===== src/rtl/cfg_loader_pkg.sv =====
package cfg_loader_pkg;

  typedef enum logic [2:0] {
    ST_IDLE     = 3'd0,
    ST_OTP_COPY = 3'd1,
    ST_EE_SIG   = 3'd2,
    ST_EE_COPY  = 3'd3,
    ST_DONE     = 3'd4
  } loadState_e;

  // strobes from control to datapath
  typedef struct packed {
    logic clrStatus;
    logic otpCapture;
    logic eeWrite;
    logic setPresent;
    logic setMatch;
    logic setCopyDone;
  } dpStrobe_t;

endpackage


===== src/rtl/cfg_loader_ctrl.sv =====
module cfg_loader_ctrl
  import cfg_loader_pkg::*;
#(
  parameter int NUM_REGS  = 16,
  parameter int DATA_W    = 8,
  parameter int EE_ADDR_W = 8,
  parameter int SIG_ADDR  = 3,
  parameter int STOP_ADDR = 11,
  parameter logic [DATA_W-1:0] SIG_VALUE = 8'hA5,
  localparam int IDX_W = $clog2(NUM_REGS)
) (
  input  logic                 clk,
  input  logic                 rstN,
  input  logic                 start,
  output logic                 otpRdEn,
  output logic [IDX_W-1:0]     otpAddr,
  output logic                 eeReq,
  output logic [EE_ADDR_W-1:0] eeAddr,
  input  logic                 eeAck,
  input  logic                 eeNack,
  input  logic [DATA_W-1:0]    eeData,
  output dpStrobe_t            strobe,
  output logic [IDX_W-1:0]     eeWrIdx,
  output logic                 done
);

  localparam logic [IDX_W-1:0]     LAST_IDX  = IDX_W'(NUM_REGS - 1);
  localparam logic [EE_ADDR_W-1:0] SIG_A     = EE_ADDR_W'(SIG_ADDR);
  localparam logic [EE_ADDR_W-1:0] FIRST_A   = EE_ADDR_W'(SIG_ADDR + 1);
  localparam logic [EE_ADDR_W-1:0] STOP_A    = EE_ADDR_W'(STOP_ADDR);

  loadState_e state;
  logic [IDX_W-1:0]     otpIdx;
  logic [EE_ADDR_W-1:0] eeIdx;
  logic sigOk;
  logic atStop;

  assign sigOk  = (eeData == SIG_VALUE);
  assign atStop = (eeIdx == STOP_A);

  always_ff @(posedge clk) begin
    if (!rstN) begin
      state  <= ST_IDLE;
      otpIdx <= '0;
      eeIdx  <= '0;
    end else begin
      unique case (state)
        ST_IDLE: if (start) begin
          state  <= ST_OTP_COPY;
          otpIdx <= '0;
        end
        ST_OTP_COPY: begin
          if (otpIdx == LAST_IDX) begin
            state <= ST_EE_SIG;
            eeIdx <= SIG_A;
          end else begin
            otpIdx <= otpIdx + 1'b1;
          end
        end
        ST_EE_SIG: begin
          if (eeNack) state <= ST_DONE;
          else if (eeAck) begin
            if (sigOk) begin
              state <= ST_EE_COPY;
              eeIdx <= FIRST_A;
            end else begin
              state <= ST_DONE;
            end
          end
        end
        ST_EE_COPY: begin
          if (eeNack) state <= ST_DONE;
          else if (eeAck) begin
            if (atStop) state <= ST_DONE;
            else        eeIdx <= eeIdx + 1'b1;
          end
        end
        ST_DONE: state <= ST_DONE;
        default: state <= ST_IDLE;
      endcase
    end
  end

  always_comb begin
    otpRdEn = (state == ST_OTP_COPY);
    otpAddr = otpIdx;
    eeReq   = (state == ST_EE_SIG) || (state == ST_EE_COPY);
    eeAddr  = eeIdx;
    eeWrIdx = eeIdx[IDX_W-1:0];
    done    = (state == ST_DONE);

    strobe             = '0;
    strobe.clrStatus   = (state == ST_IDLE) && start;
    strobe.otpCapture  = (state == ST_OTP_COPY);
    strobe.setPresent  = (state == ST_EE_SIG) && eeAck && !eeNack;
    strobe.setMatch    = (state == ST_EE_SIG) && eeAck && !eeNack && sigOk;
    strobe.eeWrite     = (state == ST_EE_COPY) && eeAck && !eeNack;
    strobe.setCopyDone = (state == ST_EE_COPY) && eeAck && !eeNack && atStop;
  end

  // once finished, stay finished until reset
  a_r9_done_sticky: assert property (@(posedge clk) disable iff (!rstN)
    done |=> done);

  // the two read ports are never used together
  a_r3_one_port: assert property (@(posedge clk) disable iff (!rstN)
    !(otpRdEn && eeReq));

  // a pending EEPROM request keeps its address
  a_r7_addr_hold: assert property (@(posedge clk) disable iff (!rstN)
    (eeReq && !eeAck && !eeNack) |=> (eeReq && $stable(eeAddr)));

  // EEPROM addresses stay within signature .. stop
  a_r6_addr_window: assert property (@(posedge clk) disable iff (!rstN)
    eeReq |-> (eeAddr >= SIG_A && eeAddr <= STOP_A));

  // nothing is requested after completion
  a_r9_quiet_when_done: assert property (@(posedge clk) disable iff (!rstN)
    done |-> (!eeReq && !otpRdEn));

endmodule


===== src/rtl/cfg_loader_dpath.sv =====
module cfg_loader_dpath
  import cfg_loader_pkg::*;
#(
  parameter int NUM_REGS = 16,
  parameter int DATA_W   = 8,
  localparam int IDX_W   = $clog2(NUM_REGS)
) (
  input  logic                       clk,
  input  logic                       rstN,
  input  dpStrobe_t                  strobe,
  input  logic [IDX_W-1:0]           otpAddr,
  input  logic [DATA_W-1:0]          otpData,
  input  logic [IDX_W-1:0]           eeWrIdx,
  input  logic [DATA_W-1:0]          eeData,
  output logic [NUM_REGS*DATA_W-1:0] cfgRegs,
  output logic [2:0]                 cfgStatus
);

  // OTP data arrives one cycle after the read strobe
  logic             capPend;
  logic [IDX_W-1:0] capIdx;
  logic             stPresent, stMatch, stCopyDone;

  always_ff @(posedge clk) begin
    if (!rstN) begin
      capPend <= 1'b0;
      capIdx  <= '0;
    end else begin
      capPend <= strobe.otpCapture;
      capIdx  <= otpAddr;
    end
  end

  genvar gi;
  generate
    for (gi = 0; gi < NUM_REGS; gi++) begin : g_reg
      logic [DATA_W-1:0] value;
      logic otpHit, eeHit;
      assign otpHit = capPend && (capIdx == IDX_W'(gi));
      assign eeHit  = strobe.eeWrite && (eeWrIdx == IDX_W'(gi));
      always_ff @(posedge clk) begin
        if (!rstN)       value <= '0;
        else if (otpHit) value <= otpData;
        else if (eeHit)  value <= eeData;
      end
      assign cfgRegs[gi*DATA_W +: DATA_W] = value;
    end
  endgenerate

  always_ff @(posedge clk) begin
    if (!rstN || strobe.clrStatus) begin
      stPresent  <= 1'b0;
      stMatch    <= 1'b0;
      stCopyDone <= 1'b0;
    end else begin
      if (strobe.setPresent)  stPresent  <= 1'b1;
      if (strobe.setMatch)    stMatch    <= 1'b1;
      if (strobe.setCopyDone) stCopyDone <= 1'b1;
    end
  end

  assign cfgStatus = {stCopyDone, stMatch, stPresent};

  // status flags form a chain
  a_r10_copy_needs_match: assert property (@(posedge clk) disable iff (!rstN)
    stCopyDone |-> stMatch);
  a_r10_match_needs_present: assert property (@(posedge clk) disable iff (!rstN)
    stMatch |-> stPresent);

  // no override write without an accepted signature
  a_r5_write_needs_match: assert property (@(posedge clk) disable iff (!rstN)
    strobe.eeWrite |-> stMatch);

  // OTP capture never collides with an EEPROM write
  a_r3_no_write_clash: assert property (@(posedge clk) disable iff (!rstN)
    !(capPend && strobe.eeWrite));

endmodule


===== src/rtl/cfg_loader.sv =====
module cfg_loader
  import cfg_loader_pkg::*;
#(
  parameter int NUM_REGS  = 16,
  parameter int DATA_W    = 8,
  parameter int EE_ADDR_W = 8,
  parameter int SIG_ADDR  = 3,
  parameter int STOP_ADDR = 11,
  parameter logic [DATA_W-1:0] SIG_VALUE = 8'hA5,
  localparam int IDX_W = $clog2(NUM_REGS)
) (
  input  logic                       clk,
  input  logic                       rstN,
  input  logic                       start,
  output logic                       otpRdEn,
  output logic [IDX_W-1:0]           otpAddr,
  input  logic [DATA_W-1:0]          otpData,
  output logic                       eeReq,
  output logic [EE_ADDR_W-1:0]       eeAddr,
  input  logic                       eeAck,
  input  logic                       eeNack,
  input  logic [DATA_W-1:0]          eeData,
  output logic [NUM_REGS*DATA_W-1:0] cfgRegs,
  output logic [2:0]                 cfgStatus,
  output logic                       done
);

  dpStrobe_t        strobe;
  logic [IDX_W-1:0] eeWrIdx;

  cfg_loader_ctrl #(
    .NUM_REGS(NUM_REGS), .DATA_W(DATA_W), .EE_ADDR_W(EE_ADDR_W),
    .SIG_ADDR(SIG_ADDR), .STOP_ADDR(STOP_ADDR), .SIG_VALUE(SIG_VALUE)
  ) u_ctrl (
    .clk(clk), .rstN(rstN), .start(start),
    .otpRdEn(otpRdEn), .otpAddr(otpAddr),
    .eeReq(eeReq), .eeAddr(eeAddr), .eeAck(eeAck), .eeNack(eeNack),
    .eeData(eeData), .strobe(strobe), .eeWrIdx(eeWrIdx), .done(done)
  );

  cfg_loader_dpath #(
    .NUM_REGS(NUM_REGS), .DATA_W(DATA_W)
  ) u_dpath (
    .clk(clk), .rstN(rstN), .strobe(strobe),
    .otpAddr(otpAddr), .otpData(otpData),
    .eeWrIdx(eeWrIdx), .eeData(eeData),
    .cfgRegs(cfgRegs), .cfgStatus(cfgStatus)
  );

endmodule


===== config.mk =====
export PLATFORM = sky130hd
export DESIGN_NAME = cfg_loader
export DESIGN_NICKNAME = d
export VERILOG_FILES = /design/src/rtl/cfg_loader_pkg.sv /design/src/rtl/cfg_loader_ctrl.sv /design/src/rtl/cfg_loader_dpath.sv /design/src/rtl/cfg_loader.sv
export SDC_FILE = /design/constraint.sdc
export NUM_CORES = 1
export LEC_CHECK = 0
export ABC_AREA = 1
export BUFFER_PORTS_ARGS = -buffer_cell sky130_fd_sc_hd__buf_2
export CAP_MARGIN = 5
export CORE_UTILIZATION = 50
export CTS_BUF_LIST = sky130_fd_sc_hd__clkbuf_4
export CTS_CLUSTER_SIZE = 12
export DETAILED_ROUTE_END_ITERATION = 12
export PLACE_DENSITY = 0.76
export REMOVE_ABC_BUFFERS = 1
export SETUP_SLACK_MARGIN = 0.2
export SLEW_MARGIN = 40
export SYNTH_ARGS = -nofsm -noshare
export SYNTH_HDL_FRONTEND = slang
export SYNTH_SLANG_ARGS = --single-unit

===== constraint.sdc =====
create_clock -name clk -period 3.1 [get_ports clk]
set_input_delay 0.62 -clock clk [delete_from_list [all_inputs] [get_ports clk]]
set_output_delay 0.62 -clock clk [all_outputs]
set_load 0.02 [all_outputs]

Word level (Yosys, flattened, before mapping). Index checks and enable logic that the tools add are counted.

Bits in registers: 151. Input port bits: 21. Output and inout port bits: 146. Logic and storage cells: 194.

$add $sub $neg: 2. Equal/unequal tests: 49. Multiplexer cells: 52. Reductions and logical operators: 67.

Operators with widths (number): 8-bit two-way mux (39); 4-bit equality test, second input constant (17); 1-bit logical AND (39); 2-bit nonzero test (17); 4-bit by 3-bit equality test with 1-bit output, second input constant (8); 3-bit two-way mux (8); 8-bit one-hot mux with 3 select lines (1); 4-bit by 2-bit equality test with 1-bit output, second input constant (4); 3-bit one-hot mux with 5 select lines (1); 2-bit inequality test, second input constant (7); 8-bit by 1-bit adder with 8-bit output, second input constant (1); 4-bit by 1-bit equality test with 1-bit output, second input constant (2); 8-bit by 4-bit equality test with 1-bit output, second input constant (1); 8-bit equality test, second input constant (1); 4-bit logical NOT (2); 4-bit two-way mux (2); 4-bit one-hot mux with 2 select lines (1); 8-bit AND reduction (1); 3-bit by 2-bit equality test with 1-bit output, second input constant (2); 3-bit inequality test, second input constant (2); 5-bit AND reduction (1); 4-bit by 1-bit adder with 4-bit output, second input constant (1); 2-bit by 1-bit inequality test with 1-bit output, second input constant (2); 3-bit by 1-bit equality test with 1-bit output, second input constant (1); other kinds (7) (9).

Depth between registers and ports, before layout. Gate-level depths: netlist of the first run.

Word-level depth: 6. Gate-level depth with buffers: 10. Gate-level depth less buffers: 10.

Cells and area by module. Synthesis of the first run repeated with hierarchy kept, for this count alone.

Cells, all modules: 1210. Area total of the unflattened synthesis: 7718.7 µm².

By module, submodules not included: cfg_loader_dpath (times used 1, cells an instance 1038, area an instance 6703.9 µm², sequential area each 2722.6 µm²); cfg_loader_ctrl (times used 1, cells an instance 172, area an instance 1014.7 µm², sequential area each 300.3 µm²).

Worst setup path after synthesis of the first run. No wires, ideal clock.

Path kind: reg2reg. Start: register u_ctrl.eeIdx[0], in the netlist u_ctrl.eeAddr[0]. End: register u_ctrl.eeIdx[4], in the netlist u_ctrl.eeAddr[4]. Library setup time: 0.073 ns. Arrival time: 1.732 ns. Data required time: 3.027 ns. Slack: 1.296 ns. Stages on the path, launching flop included: 10. Buffers on the path: 2. Period minus slack after synthesis: 1.804 ns. Cells stage by stage: dfxtp_1 ha_1 buf_2 nand3_1 nor2_1 nand2_1 nand3_1 buf_4 nand2_1 a21oi_1.

Word-level cells in the longest chain between the ends: 5. Elaborated cells between the ends (all ways): 8. Those cells by class: 1 x add/sub; 2 x eq/ne; 4 x mux; 1 x reduce/logical.

Ends and longest elaborated chain: start: declaration (line cfg_loader_ctrl.sv:34) `logic [EE_ADDR_W-1:0] eeIdx;`; start signal: assignment (line cfg_loader_ctrl.sv:75) `else eeIdx <= eeIdx + 1'b1;`; 8-bit by 1-bit adder with 8-bit output (line cfg_loader_ctrl.sv:75); 8-bit two-way mux (line cfg_loader_ctrl.sv:74) `if (atStop) state <= ST_DONE;`; 8-bit two-way mux (line cfg_loader_ctrl.sv:73) `else if (eeAck) begin`; 8-bit two-way mux (line cfg_loader_ctrl.sv:72) `if (eeNack) state <= ST_DONE;`; 8-bit one-hot mux with 3 select lines (line cfg_loader_ctrl.sv:47) `unique case (state)`.

Parallel ways exist; a longest one is shown, timed or not. The select of a mux whose other input is x is not followed. A chain may end at the register's enable or synchronous reset.

Worst setup path after layout of the first run.
Start: register u_ctrl.state[0]. End: register u_dpath.g_reg[12].value[6].

Word-level cells in the longest chain between the ends: 5.

Ends and longest elaborated chain: start: declaration (line cfg_loader_ctrl.sv:32) `loadState_e state;`; start signal: assignment (line cfg_loader_ctrl.sv:43) `state <= ST_IDLE;`; start signal: assignment (line cfg_loader_ctrl.sv:49) `state <= ST_OTP_COPY;`; start signal: assignment (line cfg_loader_ctrl.sv:54) `state <= ST_EE_SIG;`; 3-bit by 2-bit equality test with 1-bit output (line cfg_loader_ctrl.sv:97) `strobe.eeWrite = (state == ST_EE_COPY) && eeAck && !eeNack;`; 1-bit logical AND (2 in a row) (line cfg_loader_ctrl.sv:97); 1-bit logical AND (line cfg_loader_dpath.sv:40) `assign eeHit = strobe.eeWrite && (eeWrIdx == IDX_W'(gi));`; 2-bit nonzero test (no source line); end signal: assignment (line cfg_loader_dpath.sv:43) `else if (otpHit) value <= otpData;`; end signal: assignment (line cfg_loader_dpath.sv:44) `else if (eeHit) value <= eeData;`; end: declaration (line cfg_loader_dpath.sv:37) `logic [DATA_W-1:0] value;`.

Every way passes these cells.

==> out/results.ini, run 1 <==
[worst_setup_path]
rrSetupSlack_ns = 0.75
cp-end-kind = flip-flop
critPathLaunch = u_ctrl.state[0]
cpPeakStageDelay_ns = 0.47
slowest_stage = dfxtp_1
timing.rr.start = u_ctrl.state[0]
crit_end = u_dpath.g_reg[12].value[6]
worst-path-stages = 9
crit_family = simple AND/OR/NAND/NOR gates
path_buf_inv = 2
worstReg2RegEnd = u_dpath.g_reg[12].value[6]
arrival_ns = 2.84
reg2regPathDepth = 9
crit_fanout = 13
critical_path_class = flip-flop to flip-flop
crit_required_ns = 3.59
crit_path_start_kind = flip-flop
cp_cell_sequence = nand2_1 > nor2_4 > nand2_2 > inv_1 > nand3_1 > nand2_1 > inv_1 > nor2_1 > nor2_1

[finish]
multi_input_area_sq_um = 3855
fin_nets = 1300
stdcell_count = 1471
final_common_cell = nor2_1
final-seq-area_sq_um = 3023
fill_cells = 1474
mostFrequentLayoutCells = nor2_1 (302), o21ai_0 (248), nand2_1 (218), buf_2 (166), dfxtp_1 (151)
area_growth_pct = 16.71
n_antenna_cell = 0
drive_gt1_share_pct = 17.95

[placement]
finalWeightedCongestion = 0.9200
dp.cells = 1439
hpwl_um = 15260
pre_cts_slack_ns = 0.5973
io_buffers = 166

[clock_tree]
post_cts_buffers = 0
holdBufCountCts = 0
numCtsBuffers = 17
h-tree-depth = 4
clk_latency_ns = 0.59
cts-root-buf = clkbuf_4
ctsLongestPathBuffers = 2
cts_resized = 0
cts.sinks = 151
cts.clk_slew.worst_paths_ns = 0.12
cts_tree = yes

[global_routing]
grt_max_degree = 121
track_usage_pct = 30.65
grt_pass1_wl_um = 35240
grt_overflow = 0
grt_antenna_before_repair = 0
grt_pass1_vias = 6656

[yosys]
netlist_area_sq_um = 7398
synth_seq_cells = 151
ys_warn_count = 0
ys_types = 27
syn_inst = 1138
avgSynthCellArea_sq_um = 6.501
ys_seq_area_share_pct = 40.86

[sta]
hold_viol = 0
tightest_slew_ns = 0.6763
setup_ws_ns = 0.7538
maxSlewViolCount = 0
relSlewSlack_pct = 54.86
fmax_mhz = 426.2
fin_crit_ns = 2.346
grt_setup_unrepaired = no
skew_ns = 0.01833
tns_ns = 0
setup_viol = 0
post-route-period-util_pct = 75.68

[drt]
wl_um = 22890
drt-pass1-iter-count = 7
drc = 0
viasPerCell = 5.368
wl_per_cell_um = 15.56
vias = 7897
drtIter0Drc = 839
postRouteAntennaNets = 0

[power_and_ir_drop]
pwr_density_cell_nw_per_um2 = 520.2
p_leak_nw = 4.438
vdd_ir_drop_max_mv = 0.4167

[worst_hold_path]
worstHoldPathType = input pin to flip-flop

[run]
cap_viol_max_count = 0

[die]
die_area_sq_um = 15290
io_pins = 167
coreArea_sq_um = 14480
die_y_um = 123.6
rows = 44
die_x_um = 123.6
initial_core_util_pct = 51.10

[run_status]
outcome = complete, no violations

## worst min path at each step
stage	depth (start not counted)	endpoint	slack, ns	startpoint
after floorplan	2	u_ctrl.state[0]	0.52	u_ctrl.state[0]
after global placement	2	u_dpath.stMatch	0.45	u_dpath.stMatch
after detailed placement	2	u_dpath.stPresent	0.48	u_dpath.stPresent
after CTS	4	u_ctrl.state[1]	0.39	eeAck
after global routing	4	u_ctrl.state[1]	0.42	eeAck
final	4	u_ctrl.state[1]	0.41	eeAck
## through the flow
stage | hold WS, ns | util [%] | total power [mW] | cell area [sq um]
2_1_floorplan | 0.5177 | - | 2.726 | 7147
3_3_place_gp | 0.4530 | 57.24 | 3.044 | 8288
6_report | 0.4096 | 59.64 | 4.492 | 8635
5_1_grt | 0.4216 | 59.64 | 4.698 | 8635
3_5_place_dp | 0.4832 | 57.24 | 3.053 | 8288
4_1_cts | 0.3863 | 59.60 | 4.483 | 8630
## worst reg2reg max path: stages (launching register included)
cell     delay [ns]
dfxtp_1        0.47
nand2_1        0.13
nor2_4         0.19
nand2_2        0.39
inv_1          0.32
nand3_1        0.13
nand2_1        0.24
inv_1          0.20
nor2_1         0.13
nor2_1         0.05
## final cells by class
cell class	instances	area share, %
Clock buffer	22	1.913
Tap cell	184	2.666
Multi-Input combinational cell	856	44.65
Clock inverter	10	2.043
Timing Repair Buffer	175	10.55
Inverter	73	3.173
Sequential cell	151	35.01
## metal layers
metal | wire length (um) | GRT usage [%] | up-vias
met2 | 10340 | 48.16 | 378
met5 | 0 | 0 | -
met3 | 1922 | 6.548 | 68
met1 | 9885 | 40.91 | 3525
met4 | 744 | 12.05 | 0
li1 | - | - | 3926
## state kept, by name (all words and copies together), names as in the netlist
register / cells
u_dpath.stPresent: 1
u_dpath.stCopyDone: 1
u_dpath.capPend: 1
u_ctrl.eeAddr: 8
u_dpath.stMatch: 1
u_ctrl.state: 3
u_dpath.g.value: 128
u_dpath.capIdx: 4
u_ctrl.otpAddr: 4
## synthesized netlist by cell type, drive strengths merged
cell type    n  share of area (%)
nor2       307                 16
clkinv       1              0.051
nand2      223                 11
clkbuf      42                2.1
a21oi       12               0.81
o22ai        3               0.81
nand3       24                1.8
o21ai      271                 19
ha           5               0.85
buf         16                1.3
nor3         3               0.36
dfxtp      151                 41
inv         72                3.7
nand4        7               0.59
nand3b       1               0.10
## power breakdown
group	internal, mW	switching [mW]	leakage, nW
Combinational	0.255	0.652	3.04
Sequential	2.02	0.102	1.22
Clock	0.759	0.703	0.185
## cells by family after synthesis
kind of cell	after synthesis	share of synthesized area, %
flip-flops	151	40.86
adder cells (fa/ha/maj)	5	0.8456
AND/OR/NAND/NOR	565	30.07
buffers and inverters	131	7.103
AO/OA/AOI/OAI	286	21.12
Power figures use the tool's default switching activity.
==> run 2: changes to the inputs <==
==> constraint.sdc (replaced) <==
create_clock -name clk -period 2.2 [get_ports clk]
set_input_delay 0.44 -clock clk [delete_from_list [all_inputs] [get_ports clk]]
set_output_delay 0.44 -clock clk [all_outputs]
set_load 0.02 [all_outputs]
==> run 2 against run 1 <==
Against the previous run: power is 38% higher; highest routed layer unchanged; sequential power rose by 41%; final area rose by 1.7%; clock power rose by 27%; critical path type is now flip-flop to output pin.
==> out/results.ini, run 2 (synthesis gave the netlist of run 1 again) <==
[worst_hold_path]
hold_depth = 3
min_from = rstN
worstHoldPathType = input pin to flip-flop

[worst_setup_path]
timing.rr.start = u_ctrl.eeAddr[3]
crit_fanout = 5
crit_required_ns = 1.76
cpPeakStageDelay_ns = 0.38
arrival_ns = 1.49
worstReg2RegEnd = u_dpath.g_reg[8].value[3]
cp_cell_sequence = inv_1 > nand3_1 > inv_1 > buf_2
crit_path_start_kind = flip-flop
reg2regPathDepth = 7
worst-path-stages = 4
path_buf_inv = 3
critical_path_class = flip-flop to output pin
rrSetupSlack_ns = 0.40
slowest_stage = dfxtp_2
cp_common_cell = inv_1
crit_end = otpRdEn
crit_family = flip-flops
critPathLaunch = u_ctrl.state[2]
cp-end-kind = output pin

[power_and_ir_drop]
design_power_total_mw = 6.189
pwr_density_cell_nw_per_um2 = 705.2
vdd_ir_drop_max_mv = 0.4964
p_leak_nw = 4.516

[sta]
setup_viol = 0
fmax_mhz = 517.2
skew_ns = 0.02298
holdWs_ns = 0.2376
tns_ns = 0
grt_setup_unrepaired = no
fin_crit_ns = 1.933
maxSlewViolCount = 0
relSlewSlack_pct = 56.02
post-route-period-util_pct = 87.88
hold_viol = 0
tightest_slew_ns = 0.6590
setup_ws_ns = 0.2667

[clock_tree]
cts-root-buf = clkbuf_4
cts_tree = yes
clk_latency_ns = 0.59
post_cts_buffers = 0
h-tree-depth = 4
holdBufCountCts = 0
numCtsBuffers = 17
ctsLongestPathBuffers = 2
cts.clk_slew.worst_paths_ns = 0.14
cts.sinks = 151
cts_resized = 2

[placement]
hpwl_um = 15360
finalWeightedCongestion = 0.9295
dp.cells = 1462
postPlaceCellArea_sq_um = 8461
pre_cts_slack_ns = 0.2839
io_buffers = 166

[global_routing]
grt_overflow = 0
grt_pass1_wl_um = 35090
grt_antenna_before_repair = 0
track_usage_pct = 30.02
grt_pass1_vias = 6795
grt_max_degree = 105

[die]
io_pins = 167
die_area_sq_um = 15290
rows = 44
die_y_um = 123.6
initial_core_util_pct = 51.10
die_x_um = 123.6
coreArea_sq_um = 14480

[finish]
drive_gt1_share_pct = 19.77
largest_register_ffs = 128
fin_util_pct = 60.62
stdcell_count = 1494
area_growth_pct = 18.64
fill_cells = 1415
final_common_cell = nor2_1
mostFrequentLayoutCells = nor2_1 (303), o21ai_0 (248), nand2_1 (218), buf_2 (166), dfxtp_1 (147)
reg_top3 = u_dpath.g.value: 128 flops, u_ctrl.eeAddr: 8 flops
n_antenna_cell = 0
top_register = u_dpath.g.value
fin_area_sq_um = 8777
multi_input_area_sq_um = 3857
final-seq-area_sq_um = 3028
fin_nets = 1323

[drt]
drt-pass1-iter-count = 6
postRouteAntennaNets = 0
drc = 0
wl_um = 22750
viasPerCell = 5.334
drtIter0Drc = 802
vias = 7969
wl_per_cell_um = 15.23

[run_status]
outcome = complete, no violations

[run]
cap_viol_max_count = 0

==> run 2: report_power, final <==
part	total [mW]	internal, mW	switching (mW)	leakage [nW]
logic	1.34	0.400	0.944	3.15
registers	2.98	2.85	0.131	1.22
clock network	1.86	0.820	1.04	0.147
total	6.19	4.07	2.12	4.52
==> run 2: area by class of cell <==
| cell class | count | share of cell area (%) |
|---|---|---|
| inverter | 73 | 3.122 |
| clock buffer | 20 | 1.711 |
| timing repair buffer | 198 | 12.34 |
| tap | 184 | 2.623 |
| multi-input combinational | 856 | 43.95 |
| sequential | 151 | 34.50 |
| clock inverter | 12 | 1.753 |
==> run 2: worst register-to-register path: cells and delay by family, from the launching register on <==
family                 cells  cell delay [ns]
AOI/OAI and AO/OA          1             0.25
and+or+nand+nor            4             0.57
DFF                        1             0.55
buffers and inverters      2             0.33
==> run 2: layer usage <==
| layer | track usage (%) | wire [um] | share of wire (%) |
|---|---|---|---|
| met1 | 40.77 | 10050 | 44 |
| met2 | 47.15 | 10300 | 45 |
| met3 | 6.456 | 2059 | 9.0 |
| met4 | 9.940 | 344 | 1.5 |
| met5 | 0 | 0 | 0 |
==> run 2: how the worst min path moves through the flow <==
stage | endpoint | slack [ns]
2_1_floorplan | u_ctrl.state[0] | 0.52
3_3_place_gp | u_dpath.stMatch | 0.45
3_5_place_dp | u_dpath.stMatch | 0.46
4_1_cts | u_dpath.g_reg[15].value[3] | 0.21
5_1_grt | u_dpath.g_reg[15].value[0] | 0.23
6_report | u_dpath.g_reg[15].value[3] | 0.24
==> run 3: changes to the inputs <==
--- a/config.mk
+++ b/config.mk
@@ -8,6 +8,7 @@
 export ABC_AREA = 1
 export BUFFER_PORTS_ARGS = -buffer_cell sky130_fd_sc_hd__buf_2
 export CAP_MARGIN = 5
+export CORE_MARGIN = 5
 export CORE_UTILIZATION = 50
 export CTS_BUF_LIST = sky130_fd_sc_hd__clkbuf_4
 export CTS_CLUSTER_SIZE = 12
==> constraint.sdc (replaced) <==
create_clock -name clk -period 2.11 [get_ports clk]
set_input_delay 0.422 -clock clk [delete_from_list [all_inputs] [get_ports clk]]
set_output_delay 0.422 -clock clk [all_outputs]
set_load 0.02 [all_outputs]
==> run 3 against run 2 <==
Against the previous run: worst setup slack worse by 0.030 ns; combinational power rose by 5%; worst hold slack got worse by 0.033 ns; die area is 13% higher; power up 0.67%; clock skew is 0.0033 ns higher; sequential share of layout area about the same; first-iteration DRC count increased by 1.6%; critical path depth did not move; non-clock buffer count increased by 6; utilization barely moved; critical endpoint is now eeReq; largest power group unchanged.
==> out/results.ini, run 3 (synthesis gave the netlist of run 1 again) <==
[clock_tree]
clk_latency_ns = 0.59
cts-root-buf = clkbuf_4
ctsLongestPathBuffers = 2
h-tree-depth = 4
cts.sinks = 151
cts_tree = yes
holdBufCountCts = 0
cts.clk_slew.worst_paths_ns = 0.13
numCtsBuffers = 17

[die]
io_pins = 167
initial_core_util_pct = 50.90
rows = 44
die_x_um = 131.6
die_y_um = 131.6
die_area_sq_um = 17330
coreArea_sq_um = 14530

[placement]
postPlaceCellArea_sq_um = 8498
hpwl_um = 15970
finalWeightedCongestion = 0.9269
io_buffers = 166
dp.cells = 1467

[finish]
fin_nets = 1329
area_growth_pct = 19.04
final_common_cell = nor2_1
reg_top3 = u_dpath.g.value: 128 flops, u_ctrl.eeAddr: 8 flops
mostFrequentLayoutCells = nor2_1 (301), o21ai_0 (248), nand2_1 (218), buf_2 (165), dfxtp_1 (146)
largest_register_ffs = 128
stdcell_count = 1500
drive_gt1_share_pct = 20.08
fin_area_sq_um = 8807
top_register = u_dpath.g.value

[worst_setup_path]
worstReg2RegEnd = u_dpath.g_reg[13].value[5]
crit_path_start_kind = flip-flop
timing.rr.start = u_dpath.capIdx[2]
critical_path_class = flip-flop to output pin
reg2regPathDepth = 7
rrSetupSlack_ns = 0.37
cp-end-kind = output pin
crit_fanout = 7
arrival_ns = 1.45
crit_required_ns = 1.69

[drt]
drtIter0Drc = 815
drc = 0
viasPerCell = 5.286
vias = 7929
postRouteAntennaNets = 0
wl_um = 22880
wl_per_cell_um = 15.26
drt-pass1-iter-count = 6

[power_and_ir_drop]
p_leak_nw = 4.545
pwr-share-clk_pct = 27.3
pwr_density_cell_nw_per_um2 = 707.4
design_power_total_mw = 6.230
combPwrFrac_pct = 22.7
seqPwrFrac_pct = 50.0
p_sw_mw = 2.116
vdd_ir_drop_max_mv = 0.6102
internal_power_mw = 4.114
switching_share_pct = 33.97

[sta]
relSlewSlack_pct = 57.88
fin_crit_ns = 1.873
post-route-period-util_pct = 88.78
hold_viol = 0
grt_setup_unrepaired = yes
skew_ns = 0.02629
setup_viol = 0
fmax_mhz = 533.9
holdWs_ns = 0.2045
tns_ns = 0
maxSlewViolCount = 0
tightest_slew_ns = 0.6311

[worst_hold_path]
min_from = eeAck
worstHoldPathType = input pin to flip-flop
min_to = u_ctrl.state[1]
hold_depth = 4

[global_routing]
grt_overflow = 0
met1_usage_pct = 34.21
busiest_layer = met2
grt_use_met3_pct = 7.492
grt_max_degree = 102
grt_pass1_vias = 6961
grt_pass1_wl_um = 36100
use_met2_pct = 38.69
grt_antenna_before_repair = 1
track_usage_pct = 25.35

[run_status]
outcome = complete, no violations

[run]
cap_viol_max_count = 0

## run 3: power by group through the flow
stage                     clock (mW)  sequential [mW]  combinational, mW
after floorplan                    0             3.25              0.752
after global placement             0             3.16               1.35
after detailed placement           0             3.16               1.35
after CTS                       1.72             3.10               1.36
after global routing            1.85             3.14               1.57
final                           1.70             3.12               1.41
## run 3: what timing repair did
action,in CTS,in global routing
cloned,0,0
setup endpoints to repair,3,35
buffers inserted,0,1
resized for setup,4,12
## run 3: worst max-delay path by stage
stage | start | endpoint | slack, ns | cells after the start
after floorplan | u_ctrl.eeAddr[0] | u_ctrl.eeAddr[2] | 0.26 | 8
after global placement | eeNack | u_dpath.g_reg[4].value[4] | 0.27 | 10
after detailed placement | eeNack | u_dpath.g_reg[4].value[4] | 0.26 | 10
after CTS | u_ctrl.state[1] | eeReq | 0.20 | 4
after global routing | u_ctrl.eeAddr[1] | u_ctrl.eeAddr[3] | 0.19 | 7
final | u_ctrl.state[1] | eeReq | 0.24 | 4
## run 3: layout make-up
class | instances | area (sq um)
Multi-Input combinational cell | 856 | 3877
Clock buffer | 19 | 142.6
Clock inverter | 12 | 111.4
Timing Repair Buffer | 204 | 1135
Sequential cell | 151 | 3034
Fill cell | 1410 | 5727
Antenna cell | 1 | 2.502
Inverter | 73 | 274.0
Tap cell | 184 | 230.2
## run 3: through the flow
| step | util (%) | setup slack, ns |
|---|---|---|
| after floorplan | - | 0.2609 |
| final | 60.60 | 0.2368 |
| after detailed placement | 58.47 | 0.2594 |
| after global routing | 60.60 | 0.1874 |
| after global placement | 58.47 | 0.2703 |
| after CTS | 60.26 | 0.2041 |
## run 3: routing by layer
layer	wire, um	part of all wire, %
met3	2234	9.8
met2	10230	45
met1	9859	43
met4	559	2.4
met5	0	0
## run 3: critical path: stages (launching register included)
cell     delay [ns]
dfxtp_4        0.40
inv_1          0.07
nor2_2         0.12
buf_6          0.14
buf_4          0.14
